`src/rtl/ep_tx_pkg.sv`:
```
package ep_tx_pkg;
   localparam int CSR_W     = 3;
   localparam int BIT_RDY   = 0;
   localparam int BIT_FLUSH = 1;
   localparam int BIT_ICLR  = 2;

   typedef enum logic [1:0] {
      CMD_NONE,
      CMD_COMMIT,
      CMD_FLUSH,
      CMD_ABORT
   } cpu_cmd_e;

   function automatic cpu_cmd_e decode_cmd(input logic wr, input logic rdy, input logic fl);
      if (!wr)             return CMD_NONE;
      else if (rdy && fl)  return CMD_ABORT;
      else if (fl)         return CMD_FLUSH;
      else if (rdy)        return CMD_COMMIT;
      else                 return CMD_NONE;
   endfunction
endpackage

```
`src/rtl/ep_tx_slot_mem.sv`:
```
module ep_tx_slot_mem #(
   parameter int DATA_W  = 8,
   parameter int MAX_PKT = 64,
   parameter int NSLOT   = 2,
   localparam int IDX_W  = $clog2(MAX_PKT),
   localparam int SLOT_W = (NSLOT > 1) ? $clog2(NSLOT) : 1
) (
   input  logic              clk,
   input  logic              wr_en,
   input  logic [SLOT_W-1:0] wr_slot,
   input  logic [IDX_W-1:0]  wr_idx,
   input  logic [DATA_W-1:0] wr_data,
   input  logic [SLOT_W-1:0] rd_slot,
   input  logic [IDX_W-1:0]  rd_idx,
   output logic [DATA_W-1:0] rd_data
);
   logic [DATA_W-1:0] slot_q [NSLOT];

   for (genvar g = 0; g < NSLOT; g++) begin : g_slot
      logic [DATA_W-1:0] mem [MAX_PKT];

      always_ff @(posedge clk) begin
         if (wr_en && (wr_slot == SLOT_W'(g)))
            mem[wr_idx] <= wr_data;
      end

      assign slot_q[g] = mem[rd_idx];
   end

   if (NSLOT == 1) begin : g_rd_single
      logic unused_rd;
      assign unused_rd = ^rd_slot;
      assign rd_data   = slot_q[0];
   end else begin : g_rd_multi
      assign rd_data = slot_q[rd_slot];
   end
endmodule

```
`src/rtl/ep_tx_irq.sv`:
```
module ep_tx_irq (
   input  logic clk,
   input  logic rst_n,
   input  logic evt,
   input  logic clr,
   output logic irq,
   output logic stat
);
   always_ff @(posedge clk) begin
      if (!rst_n) begin
         irq  <= 1'b0;
         stat <= 1'b0;
      end else begin
         irq  <= evt;
         stat <= evt | (stat & ~clr);
      end
   end
endmodule

```
`src/rtl/ep_tx_ctrl.sv`:
```
module ep_tx_ctrl
   import ep_tx_pkg::*;
#(
   parameter int MAX_PKT = 64,
   parameter int NSLOT   = 2,
   localparam int IDX_W  = $clog2(MAX_PKT),
   localparam int CNT_W  = $clog2(MAX_PKT + 1),
   localparam int SLOT_W = (NSLOT > 1) ? $clog2(NSLOT) : 1
) (
   input  logic              clk,
   input  logic              rst_n,
   input  logic              dbl_en,
   input  cpu_cmd_e          cmd,
   input  logic              dat_wr,
   input  logic              tx_ready,
   output logic              mem_we,
   output logic [SLOT_W-1:0] mem_wslot,
   output logic [IDX_W-1:0]  mem_widx,
   output logic [SLOT_W-1:0] mem_rslot,
   output logic [IDX_W-1:0]  mem_ridx,
   output logic              tx_valid,
   output logic              tx_last,
   output logic              pkt_rdy,
   output logic              not_empty,
   output logic              irq_evt
);
   logic [SLOT_W-1:0] head_q, head_d, ld_slot;
   logic [1:0]        ncnt_q, ncnt_d, cap, remain;
   logic [CNT_W-1:0]  wcnt_q, wcnt_d, fill, len_head;
   logic [CNT_W-1:0]  len_q [NSLOT];
   logic [IDX_W-1:0]  ridx_q, ridx_d;
   logic              dual;
   logic              load_free, room, dat_acc;
   logic              step, done, flush_hit, abort_hit, commit_ok, adopt;

   // mode selection: fixed single slot, or a register adopted when idle
   if (NSLOT == 2) begin : g_dual
      logic dual_q;
      always_ff @(posedge clk) begin
         if (!rst_n)     dual_q <= 1'b0;
         else if (adopt) dual_q <= dbl_en;
      end
      assign dual = dual_q;
   end else begin : g_single
      assign dual = dbl_en & 1'b0;
   end

   assign cap       = dual ? 2'd2 : 2'd1;
   assign load_free = ncnt_q < cap;
   assign ld_slot   = (dual && ncnt_q == 2'd1) ? (head_q ^ SLOT_W'(1)) : head_q;
   assign room      = wcnt_q < CNT_W'(MAX_PKT);
   assign dat_acc   = dat_wr && load_free && room;
   assign fill      = wcnt_q + CNT_W'(dat_acc);
   assign len_head  = len_q[head_q];

   assign tx_valid  = ncnt_q != 2'd0;
   assign tx_last   = tx_valid && (CNT_W'(ridx_q) == len_head - CNT_W'(1));
   assign step      = tx_valid && tx_ready;
   assign done      = step && tx_last;

   assign remain    = ncnt_q - 2'(done);
   assign flush_hit = (cmd == CMD_FLUSH) && (remain != 2'd0);
   assign abort_hit = cmd == CMD_ABORT;
   assign commit_ok = (cmd == CMD_COMMIT) && load_free && (fill != '0);
   assign adopt     = (ncnt_q == 2'd0) && (wcnt_q == '0) && !dat_wr && (cmd == CMD_NONE);

   always_comb begin
      ncnt_d = ncnt_q - 2'(done) + 2'(commit_ok) - 2'(flush_hit);

      if (adopt)              head_d = '0;
      else if (done && dual)  head_d = head_q ^ SLOT_W'(1);
      else                    head_d = head_q;

      if (done || (flush_hit && ncnt_q == 2'd1)) ridx_d = '0;
      else if (step)                             ridx_d = ridx_q + IDX_W'(1);
      else                                       ridx_d = ridx_q;

      if (flush_hit || abort_hit || commit_ok) wcnt_d = '0;
      else                                     wcnt_d = fill;
   end

   always_ff @(posedge clk) begin
      if (!rst_n) begin
         head_q <= '0;
         ncnt_q <= 2'd0;
         wcnt_q <= '0;
         ridx_q <= '0;
         for (int s = 0; s < NSLOT; s++) len_q[s] <= '0;
      end else begin
         head_q <= head_d;
         ncnt_q <= ncnt_d;
         wcnt_q <= wcnt_d;
         ridx_q <= ridx_d;
         for (int s = 0; s < NSLOT; s++)
            if (commit_ok && ld_slot == SLOT_W'(s)) len_q[s] <= fill;
      end
   end

   assign mem_we    = dat_acc;
   assign mem_wslot = ld_slot;
   assign mem_widx  = wcnt_q[IDX_W-1:0];
   assign mem_rslot = head_q;
   assign mem_ridx  = ridx_q;

   assign pkt_rdy   = ncnt_q != 2'd0;
   assign not_empty = pkt_rdy || (wcnt_q != '0);
   assign irq_evt   = done || flush_hit || abort_hit;
endmodule

```
`src/rtl/ep_tx_buf.sv`:
```
module ep_tx_buf
   import ep_tx_pkg::*;
#(
   parameter int DATA_W  = 8,
   parameter int MAX_PKT = 64,
   parameter int NSLOT   = 2,
   localparam int IDX_W  = $clog2(MAX_PKT),
   localparam int SLOT_W = (NSLOT > 1) ? $clog2(NSLOT) : 1
) (
   input  logic              clk,
   input  logic              rst_n,
   input  logic              dbl_en,
   input  logic              csr_wr,
   input  logic [2:0]        csr_wdata,
   output logic [2:0]        csr_rdata,
   input  logic              dat_wr,
   input  logic [DATA_W-1:0] dat_wdata,
   output logic              tx_valid,
   output logic [DATA_W-1:0] tx_data,
   output logic              tx_last,
   input  logic              tx_ready,
   output logic              irq
);
   if (NSLOT < 1 || NSLOT > 2) begin : g_bad_nslot
      $error("ep_tx_buf: NSLOT must be 1 or 2");
   end
   if (MAX_PKT < 2) begin : g_bad_maxpkt
      $error("ep_tx_buf: MAX_PKT must be at least 2");
   end
   if (DATA_W < 1) begin : g_bad_dataw
      $error("ep_tx_buf: DATA_W must be positive");
   end

   cpu_cmd_e          cmd;
   logic              mem_we;
   logic [SLOT_W-1:0] mem_wslot, mem_rslot;
   logic [IDX_W-1:0]  mem_widx, mem_ridx;
   logic              pkt_rdy, not_empty, irq_evt, irq_stat, irq_clr;

   assign cmd     = decode_cmd(csr_wr, csr_wdata[BIT_RDY], csr_wdata[BIT_FLUSH]);
   assign irq_clr = csr_wr && csr_wdata[BIT_ICLR];

   ep_tx_ctrl #(.MAX_PKT(MAX_PKT), .NSLOT(NSLOT)) u_ctrl (
      .clk       (clk),
      .rst_n     (rst_n),
      .dbl_en    (dbl_en),
      .cmd       (cmd),
      .dat_wr    (dat_wr),
      .tx_ready  (tx_ready),
      .mem_we    (mem_we),
      .mem_wslot (mem_wslot),
      .mem_widx  (mem_widx),
      .mem_rslot (mem_rslot),
      .mem_ridx  (mem_ridx),
      .tx_valid  (tx_valid),
      .tx_last   (tx_last),
      .pkt_rdy   (pkt_rdy),
      .not_empty (not_empty),
      .irq_evt   (irq_evt)
   );

   ep_tx_slot_mem #(.DATA_W(DATA_W), .MAX_PKT(MAX_PKT), .NSLOT(NSLOT)) u_mem (
      .clk     (clk),
      .wr_en   (mem_we),
      .wr_slot (mem_wslot),
      .wr_idx  (mem_widx),
      .wr_data (dat_wdata),
      .rd_slot (mem_rslot),
      .rd_idx  (mem_ridx),
      .rd_data (tx_data)
   );

   ep_tx_irq u_irq (
      .clk   (clk),
      .rst_n (rst_n),
      .evt   (irq_evt),
      .clr   (irq_clr),
      .irq   (irq),
      .stat  (irq_stat)
   );

   always_comb begin
      csr_rdata            = '0;
      csr_rdata[BIT_RDY]   = pkt_rdy;
      csr_rdata[BIT_FLUSH] = not_empty;
      csr_rdata[BIT_ICLR]  = irq_stat;
   end
endmodule

```
`config.mk`:
```
export PLATFORM = sky130hd
export DESIGN_NAME = ep_tx_buf
export DESIGN_NICKNAME = d
export VERILOG_FILES = /design/src/rtl/ep_tx_pkg.sv /design/src/rtl/ep_tx_slot_mem.sv /design/src/rtl/ep_tx_irq.sv /design/src/rtl/ep_tx_ctrl.sv /design/src/rtl/ep_tx_buf.sv
export SDC_FILE = /design/constraint.sdc
export NUM_CORES = 1
export LEC_CHECK = 0
export BUFFER_PORTS_ARGS = -buffer_cell sky130_fd_sc_hd__buf_2
export CAP_MARGIN = 40
export CORE_ASPECT_RATIO = 0.9
export CORE_MARGIN = 10
export CORE_UTILIZATION = 50
export CTS_BUF_LIST = sky130_fd_sc_hd__clkbuf_4
export CTS_CLUSTER_SIZE = 14
export DETAILED_ROUTE_END_ITERATION = 8
export PLACE_DENSITY_LB_ADDON = 0.05
export REMOVE_ABC_BUFFERS = 1
export SETUP_SLACK_MARGIN = 0.5
export SKIP_LAST_GASP = 1
export SYNTH_ARGS = -nofsm -noshare
export SYNTH_HDL_FRONTEND = slang
export SYNTH_HIERARCHICAL = 1
export SYNTH_SLANG_ARGS = --single-unit
export TNS_END_PERCENT = 20
```
`constraint.sdc`:
```
create_clock -name clk -period 4.1 [get_ports clk]
set_clock_uncertainty 0.05 [all_clocks]
set_input_delay 0.205 -clock clk [delete_from_list [all_inputs] [get_ports clk]]
set_output_delay 0.205 -clock clk [all_outputs]
set_load 0.01 [all_outputs]
```
After elaboration in Yosys (flattened, before gate mapping)
Memory sizes are Yosys's and may differ from the RTL's. A register that Yosys moved wholly into a read port is not among the register bits.
Cells that the tools add are included.

word-level totals
  bits in writable memories = 1038
  logic and storage cells = 98
  bits in registers = 19
  output and inout port bits = 14
  memories = 3

operators by class
  $lt $le $gt $ge = 3
  add/subtract/negate cells = 6
  bitwise logic cells = 9
  reductions and logical operators = 37
  muxes and demuxes = 28
  eq/ne operators = 5

memory list
  memory               words  bits a word  read ports  clocked after Yosys merged registers in  write ports  RTL line              text
  u_mem.g_slot[0].mem  64     8            1           1                                        1            ep_tx_slot_mem.sv:20  logic [DATA_W-1:0] mem [MAX_PKT];
  u_mem.g_slot[1].mem  64     8            1           1                                        1            ep_tx_slot_mem.sv:20
  u_ctrl.len_q         2      7            1           1                                        2            ep_tx_ctrl.sv:30      logic [CNT_W-1:0] len_q [NSLOT];

operators with widths
  cell                 count
  $mux 6               4
  $mux 8               3
  $logic_and 1x1->1    20
  $mux 1               15
  $mux 7               2
  $reduce_bool 7->1    2
  $mux 2               4
  $add 7x1->7          1
  $eq 6x7->1           1
  $logic_not 7->1      1
  $lt 7x7->1 const B   1
  $sub 7x1->7 const B  1
  $add 6x1->6 const B  1
  $logic_or 1x1->1     6
  $reduce_or 2->1      3
  $eq 2x1->1 const B   2
  $eq 2x2->1 const B   2
  $logic_not 2->1      2
  $not 1->1            4
  $reduce_bool 2->1    2
  $sub 2x1->2          2
  $or 1x1->1           3
  $add 2x1->2          1
  $ge 2x2->1 const B   1
  other kinds (4)      4

Longest topological paths before layout
Gate-level depths: netlist of run 1.

  depth in word-level cells = 12
  gate-level depth with buffers = 18
  gate-level depth less buffers = 17

Modules after synthesis
The synthesis of run 1 kept the hierarchy.

modules (own cells, without submodules)
  module          cells each  sequential area each (um2)  times used  area each (um2)
  ep_tx_slot_mem  1634        30749.5                     1           39542.9
  ep_tx_ctrl      187         780.7                       1           1821.7
  ep_tx_irq       5           40.0                        1           67.6
  ep_tx_buf       6           0.0                         1           41.3

Worst setup path after synthesis of run 1
OpenSTA, ideal clock, no wires.

  kind = register to register
  start = register with a tool-made name
  end = register u_ctrl.ncnt_q[1]
  setup slack = 475 ps
  cell stages (with the launch flop) = 19
  arrival time = 3460 ps
  data required time = 3935 ps
  cell sequence = dfxtp_1 -> buf_6 -> mux2i_1 -> ha_1 -> xor2_1 -> xnor2_1 -> nor4_2 -> nand3_1 -> a211oi_4 -> ha_1 -> xnor2_1 -> nand2_1 -> and3b_1 -> ha_1 -> inv_1 -> ha_1 -> xnor2_1 -> xnor2_1 -> nor2_1

RTL lines
  item                    RTL line          text
  end signal: assignment  ep_tx_ctrl.sv:91  ncnt_q <= ncnt_d;
  end: declaration        ep_tx_ctrl.sv:28  logic [1:0] ncnt_q, ncnt_d, cap, remain;

==> results.toml, run 1 <==
[die]
dieArea_mm2 = 0.0949
rows = 100
die_w_um = 324
initial_core_util = 0.503
io_pins = 31
core_mm2 = 0.0825
die_h_um = 293

[synth]
yosysTopAreaCell = "edfxtp_1"
syn-cell-area_mm2 = 0.0415
synth_area_leaders = "edfxtp_1, mux4_2, nor2_1"
ys_seq_elements = 1058
netlist_instances = 1832
yosysWarningCount = 6
synthDistinctLibCells = 45
syn_avg_cell_area_um2 = 22.6
ys_seq_area_frac = 0.761
synth_top_area_frac = 0.752

[sta]
final-max-slew-violation-count = 0
fin_ws_ns = -0.318
rsz0062_at_grt = "yes"
period_share = 1.08
finalSetupViolations = 8
min_period_ns = 4.42
max_freq_ghz = 0.226
slew_headroom = 0.338
hold_violations = 0
tightest_slew_ns = 0.989

[cts]
clock_latency_ns = 1.09
cts.htree.levels = 5
tritoncts = "built"
cts.path.max_buffers = 4
cts.sinks = 1058
cts-root-buf = "clkbuf_4"
clk_pin_slew_ns = 0.06
numCtsBuffers = 288

[placed_design]
post_dp_cell_area_mm2 = 0.0438
globalplace.congestion = 0.830
hpwl_um = 60400
port_buffers = 30

[global_route]
grt_pass1_vias = 21300
antenna_found_initial = 6
grt_overflow = 0
grt_max_degree = 69
grt_pass1_wl_um = 145000
track_usage = 0.214

[route]
antenna_left = 0
routed_wl_um = 99800
first_pass_iters = 6
drc = 0
initialDrtViolationCount = 2139
vias = 20600
wl_per_cell_um = 28.7
viasPerCell = 5.93

[final_layout]
final_common_cell = "edfxtp_1"
layout_common_cells = "edfxtp_1, clkbuf_4, mux4_2, nor2_1, buf_4"
syn2layout_area_growth_pct = 15.6
nNetsFinal = 2263
design_area_mm2 = 0.0480
drive_gt1_frac = 0.401

[worst_setup_path]
worst_setup_path_end_kind = "output pin"
critPathLaunchType = "flip-flop"
path_class = "flip-flop to output pin"
cp_max_fo = 17
crit_path_cell_trace = "buf_16, buf_16, buf_16, mux4_2, mux4_2, mux4_2, mux2_2, buf_2"
slowest_stage = "mux4_2"
arrival_ns = 4.16
slowest_delay_ns = 0.58
cp.required_ns = 3.85

[power]
fin_total_pwr_uw = 23000
leakage_uw = 0.0151
irDropWorstVdd_mv = 0.280
p_per_area_mw_per_mm2 = 480

[flow_run]
drv_cap = 0

[outcome]
violations = "setup timing"
outcome = "finished, violations left"

[min_path]
hold_path_class = "input pin to flip-flop"
-- area by class of cell --
| cell class | count | area (um^2) |
|---|---|---|
| Fill cell | 6126 | 34500 |
| Sequential cell | 1058 | 31600 |
| Multi-Input combinational cell | 651 | 9340 |
| Clock buffer | 397 | 2980 |
| Timing Repair Buffer | 219 | 2290 |
| Tap cell | 1071 | 1340 |
| Clock inverter | 57 | 330 |
| Inverter | 20 | 75.1 |
| Antenna cell | 7 | 17.5 |
-- path summary, 6_finish.rpt --
check | start | end | slack (ns) | cells past startpoint
max | u_ctrl/mem_ridx[0]$_SDFFE_PP0P_ | tx_data[6] | -0.32 | 8
min | rst_n | u_ctrl/wcnt_q[1]$_SDFF_PP0_ | 0.12 | 4
max reg2reg | flip-flop | u_ctrl/ncnt_q[1]$_SDFF_PN0_ | 0.30 | 17
min reg2reg | u_irq/stat$_SDFF_PN0_ | u_irq/stat$_SDFF_PN0_ | 0.53 | 2
-- metrics by stage --
step / hold slack (ns) / utilization / instances / setup TNS [ns] / setup WS (ns)
after CTS: 0.000963 / 0.581 / 3472 / -3.20 / -0.409
after global placement: 0.395 / 0.529 / 2956 / 0 / 0.475
after detailed placement: 0.406 / 0.531 / 2969 / 0 / 0.386
after floorplan: 0.254 / - / 1729 / -234.58 / -8.86
after global routing: 0.0790 / 0.582 / 3477 / -3.40 / -0.445
final: 0.115 / 0.582 / 3480 / -2.35 / -0.318
-- flip-flops by register name, summed over array words and instances, names as in the netlist, 2 cells and up, named ones only --
| register | flops |
|---|---|
| u_ctrl/len_q | 14 |
| u_ctrl/mem_ridx | 6 |
| u_ctrl/ncnt_q | 2 |
| u_ctrl/wcnt_q | 7 |
| u_mem/g_slot.mem | 1024 |
-- cells in the mapped netlist --
master and count:
nand3_1 14, o21ai_1 1, nor3b_1 4, a21oi_1 4
or4_4 1, xnor2_1 14, a211oi_4 1, nor2_2 1
nor2_1 159, xor2_1 10, nand2_1 23, nor4_1 3
nand2b_1 3, a21o_2 1, nand3b_1 7, nor4_2 1
o21ai_0 7, mux4_2 336, buf_6 3, nand4_1 3
dfxtp_1 20, or3_1 3, nor2b_1 2, nor2b_4 1
mux2i_1 11, buf_2 13, a31o_2 1, and3_1 1
nor4b_1 1, a31oi_1 1, a32oi_1 1, or3b_2 4
clkbuf_1 47, mux2_2 8, edfxtp_1 1038, and2_1 6
inv_1 20, and3b_1 2, buf_4 23, buf_1 17
or2_2 1, nor4b_2 1, nor3_1 5, ha_1 8
o21a_1 1
-- critical path, delay by kind of cell (launching register included) --
| kind | cells | cell delay [ns] |
|---|---|---|
| mux | 4 | 1.97 |
| buf+inv | 4 | 0.69 |
| flops | 1 | 0.40 |
-- power by group --
part	total, uW	switching (uW)	internal, uW
registers	12000	47.4	11900
logic	2330	1200	1130
clock network	8700	4030	4670
total	23000	5280	17700
-- logic make-up (layout without fill, tap and decap cells) --
kind of cell	Yosys count	in the layout	share of synthesized area
compound gates	18	18	0.00290
xor+xnor	24	24	0.00507
fa+ha+maj	8	8	0.00241
buf+inv	123	693	0.0141
flops	1058	1058	0.761
mux	355	355	0.187
other cells	0	7	0
simple gates	246	246	0.0270
-- repair_timing --
item / 4_1_cts / 5_1_grt
hold buffers: 32 / 0
endpoints found under the setup margin: 10 / 29
resized for setup: 33 / 1
setup buffers: 7 / 0
gates cloned: 10 / 0
pin swaps: 0 / 0
hold endpoints to repair: 943 / 0
-- metal layers --
metal	GRT usage	vias to the layer above	part of all wire
li1	-	8658	-
met1	0.310	10900	0.43
met2	0.313	907	0.46
met3	0.0629	139	0.091
met4	0.0686	2	0.018
met5	0	-	0.00016
Note: power is estimated with default switching activity, not from simulation.
==> run 2, diff against run 1 <==
Clock period 4.1 ns to 4 ns, I/O delays scaled along.
==> results.toml, run 2 (synthesized netlist as in run 1, its figures left out) <==
[placed_design]
hpwl_um = 60800
port_buffers = 30
post_dp_cell_area_mm2 = 0.0439
globalplace.congestion = 0.810
dp.cells = 2977

[route]
antenna_left = 0
initialDrtViolationCount = 2136
viasPerCell = 5.92
vias = 20700
routed_wl_um = 100000
drc = 0
wl_per_cell_um = 28.8
first_pass_iters = 7

[cts]
cts.path.max_buffers = 4
numCtsBuffers = 284
clock_latency_ns = 1.08
cts.sinks = 1058
tritoncts = "built"
cts-root-buf = "clkbuf_4"
clk_pin_slew_ns = 0.06
cts.htree.levels = 5

[sta]
max_freq_ghz = 0.228
min_period_ns = 4.38
rsz0062_at_grt = "yes"
period_share = 1.09
final-max-slew-violation-count = 0
finalSetupViolations = 8
slew_headroom = 0.397
hold_violations = 0
fin_ws_ns = -0.380
tightest_slew_ns = 0.902

[final_layout]
design_area_mm2 = 0.0482
multi_input_area_mm2 = 0.00944
largest_register = "u_mem/g_slot.mem"
largest_reg_flops = 1024
reg_top3 = "u_mem/g_slot.mem (1024), u_ctrl/len_q (14), u_ctrl/wcnt_q (7)"
layout_common_cells = "edfxtp_1, clkbuf_4, mux4_2, nor2_1, buf_4"
nNetsFinal = 2281
syn2layout_area_growth_pct = 16.3
n_fill_cell = 6137
layout.cells.non_filler = 3492
utilization = 0.585
regArea_mm2 = 0.0316
drive_gt1_frac = 0.413
final_common_cell = "edfxtp_1"

[power]
irDropWorstVdd_mv = 0.289
p_per_area_mw_per_mm2 = 489
swShare = 0.229
internal_power_uw = 18200
power.switching_uw = 5400
pwr-share-seq = 0.521
clkPwrFrac = 0.374
power_frac_comb = 0.105
leakage_uw = 0.0153

[die]
die_w_um = 324
dieArea_mm2 = 0.0949
die_h_um = 293
initial_core_util = 0.503
io_pins = 31
core_mm2 = 0.0825
rows = 100

[worst_setup_path]
slowest_delay_ns = 0.60
slowest_stage = "mux4_2"
r2r_setup_slack_ns = 0.43
crit_top_cell = "mux4_2"
path_class = "flip-flop to output pin"
cp.required_ns = 3.75
worst_setup_path_end_kind = "output pin"
critPathLaunchType = "flip-flop"
arrival_ns = 4.13
crit_path_cell_trace = "buf_12, buf_12, buf_8, buf_16, mux4_2, mux4_2, mux4_2, mux2_4, buf_6"
cp_max_fo = 5

[flow_run]
drv_cap = 0

[outcome]
outcome = "finished, violations left"
violations = "setup timing"

[global_route]
grt_max_degree = 86
antenna_found_initial = 8
track_usage = 0.216
grt_overflow = 0
grt_pass1_wl_um = 146000
grt_pass1_vias = 21300

[min_path]
hold_path_class = "input pin to flip-flop"
[run 2: changes by cell type in the layout (fill, tap and decap cells not counted), moves of 3 or more]
cell	previous run	this run
buf_4	127	147
clkbuf_4	397	393
dlygate4sd3_1	32	28
buf_2	18	15
ha_1	8	5
mux2_4	5	8
buf_12	13	20
ha_2	0	3
mux2_2	3	0
[run 2: timing repair]
action / CTS / global route
setup endpoints to repair: 14 / 52
endpoints found under the hold margin: 1001 / 0
setup buffers: 19 / 6
pin swaps: 0 / 10
gates resized for setup: 37 / 36
cloned: 10 / 0
hold buffers: 28 / 0
[run 2: area by class of cell]
| cell class | instances | area share |
|---|---|---|
| multi-input cells | 651 | 0.196 |
| well taps | 1071 | 0.0278 |
| repair buffers | 241 | 0.0522 |
| clock buffers | 393 | 0.0612 |
| clock inverters | 53 | 0.00641 |
| inverters | 20 | 0.00156 |
| flip-flops and latches | 1058 | 0.655 |
| diodes | 5 | 0.000259 |
[run 2: per-layer routing]
layer,track usage,share of wire,vias to the layer above
met3,0.0605,0.085,149
met2,0.319,0.47,843
met5,0,0,-
met1,0.317,0.43,11000
met4,0.0573,0.016,0
li1,-,-,8695
[run 2: through the flow]
| step | worst slack [ns] | setup TNS (ns) | total power [uW] | hold WS [ns] |
|---|---|---|---|---|
| after floorplan | -8.96 | -237.34 | 14100 | 0.249 |
| after global placement | 0.338 | 0 | 14600 | 0.398 |
| after detailed placement | 0.261 | 0 | 14600 | 0.428 |
| after CTS | -0.462 | -3.58 | 23800 | 0.00666 |
| after global routing | -0.491 | -3.80 | 24600 | 0.0549 |
| final | -0.380 | -2.70 | 23600 | 0.124 |
[run 2: worst paths after layout]
path / end / cells past startpoint / from
hold reg to reg: u_irq/stat$_SDFF_PN0_ / 2 / u_irq/stat$_SDFF_PN0_
hold / removal: u_irq/stat$_SDFF_PN0_ / 5 / csr_wr
setup reg to reg: u_ctrl/ncnt_q[1]$_SDFF_PN0_ / 16 / flip-flop
setup / recovery: tx_data[3] / 9 / u_ctrl/mem_ridx[0]$_SDFFE_PP0P_
[run 2: power groups by stage]
stage / clock network (uW) / logic [uW] / registers, uW
CTS: 9090 / 2430 / 12300
finish: 8830 / 2470 / 12300
detailed placement: 0 / 2090 / 12500
global route: 9740 / 2620 / 12300
global placement: 0 / 2060 / 12500
floorplan: 0 / 1420 / 12700
[run 2: critical path: cells and delay by family, from the launching register on]
family                 cells  cell delay [ns]
buffers and inverters      5             0.66
muxes                      4             2.03
DFF                        1             0.36
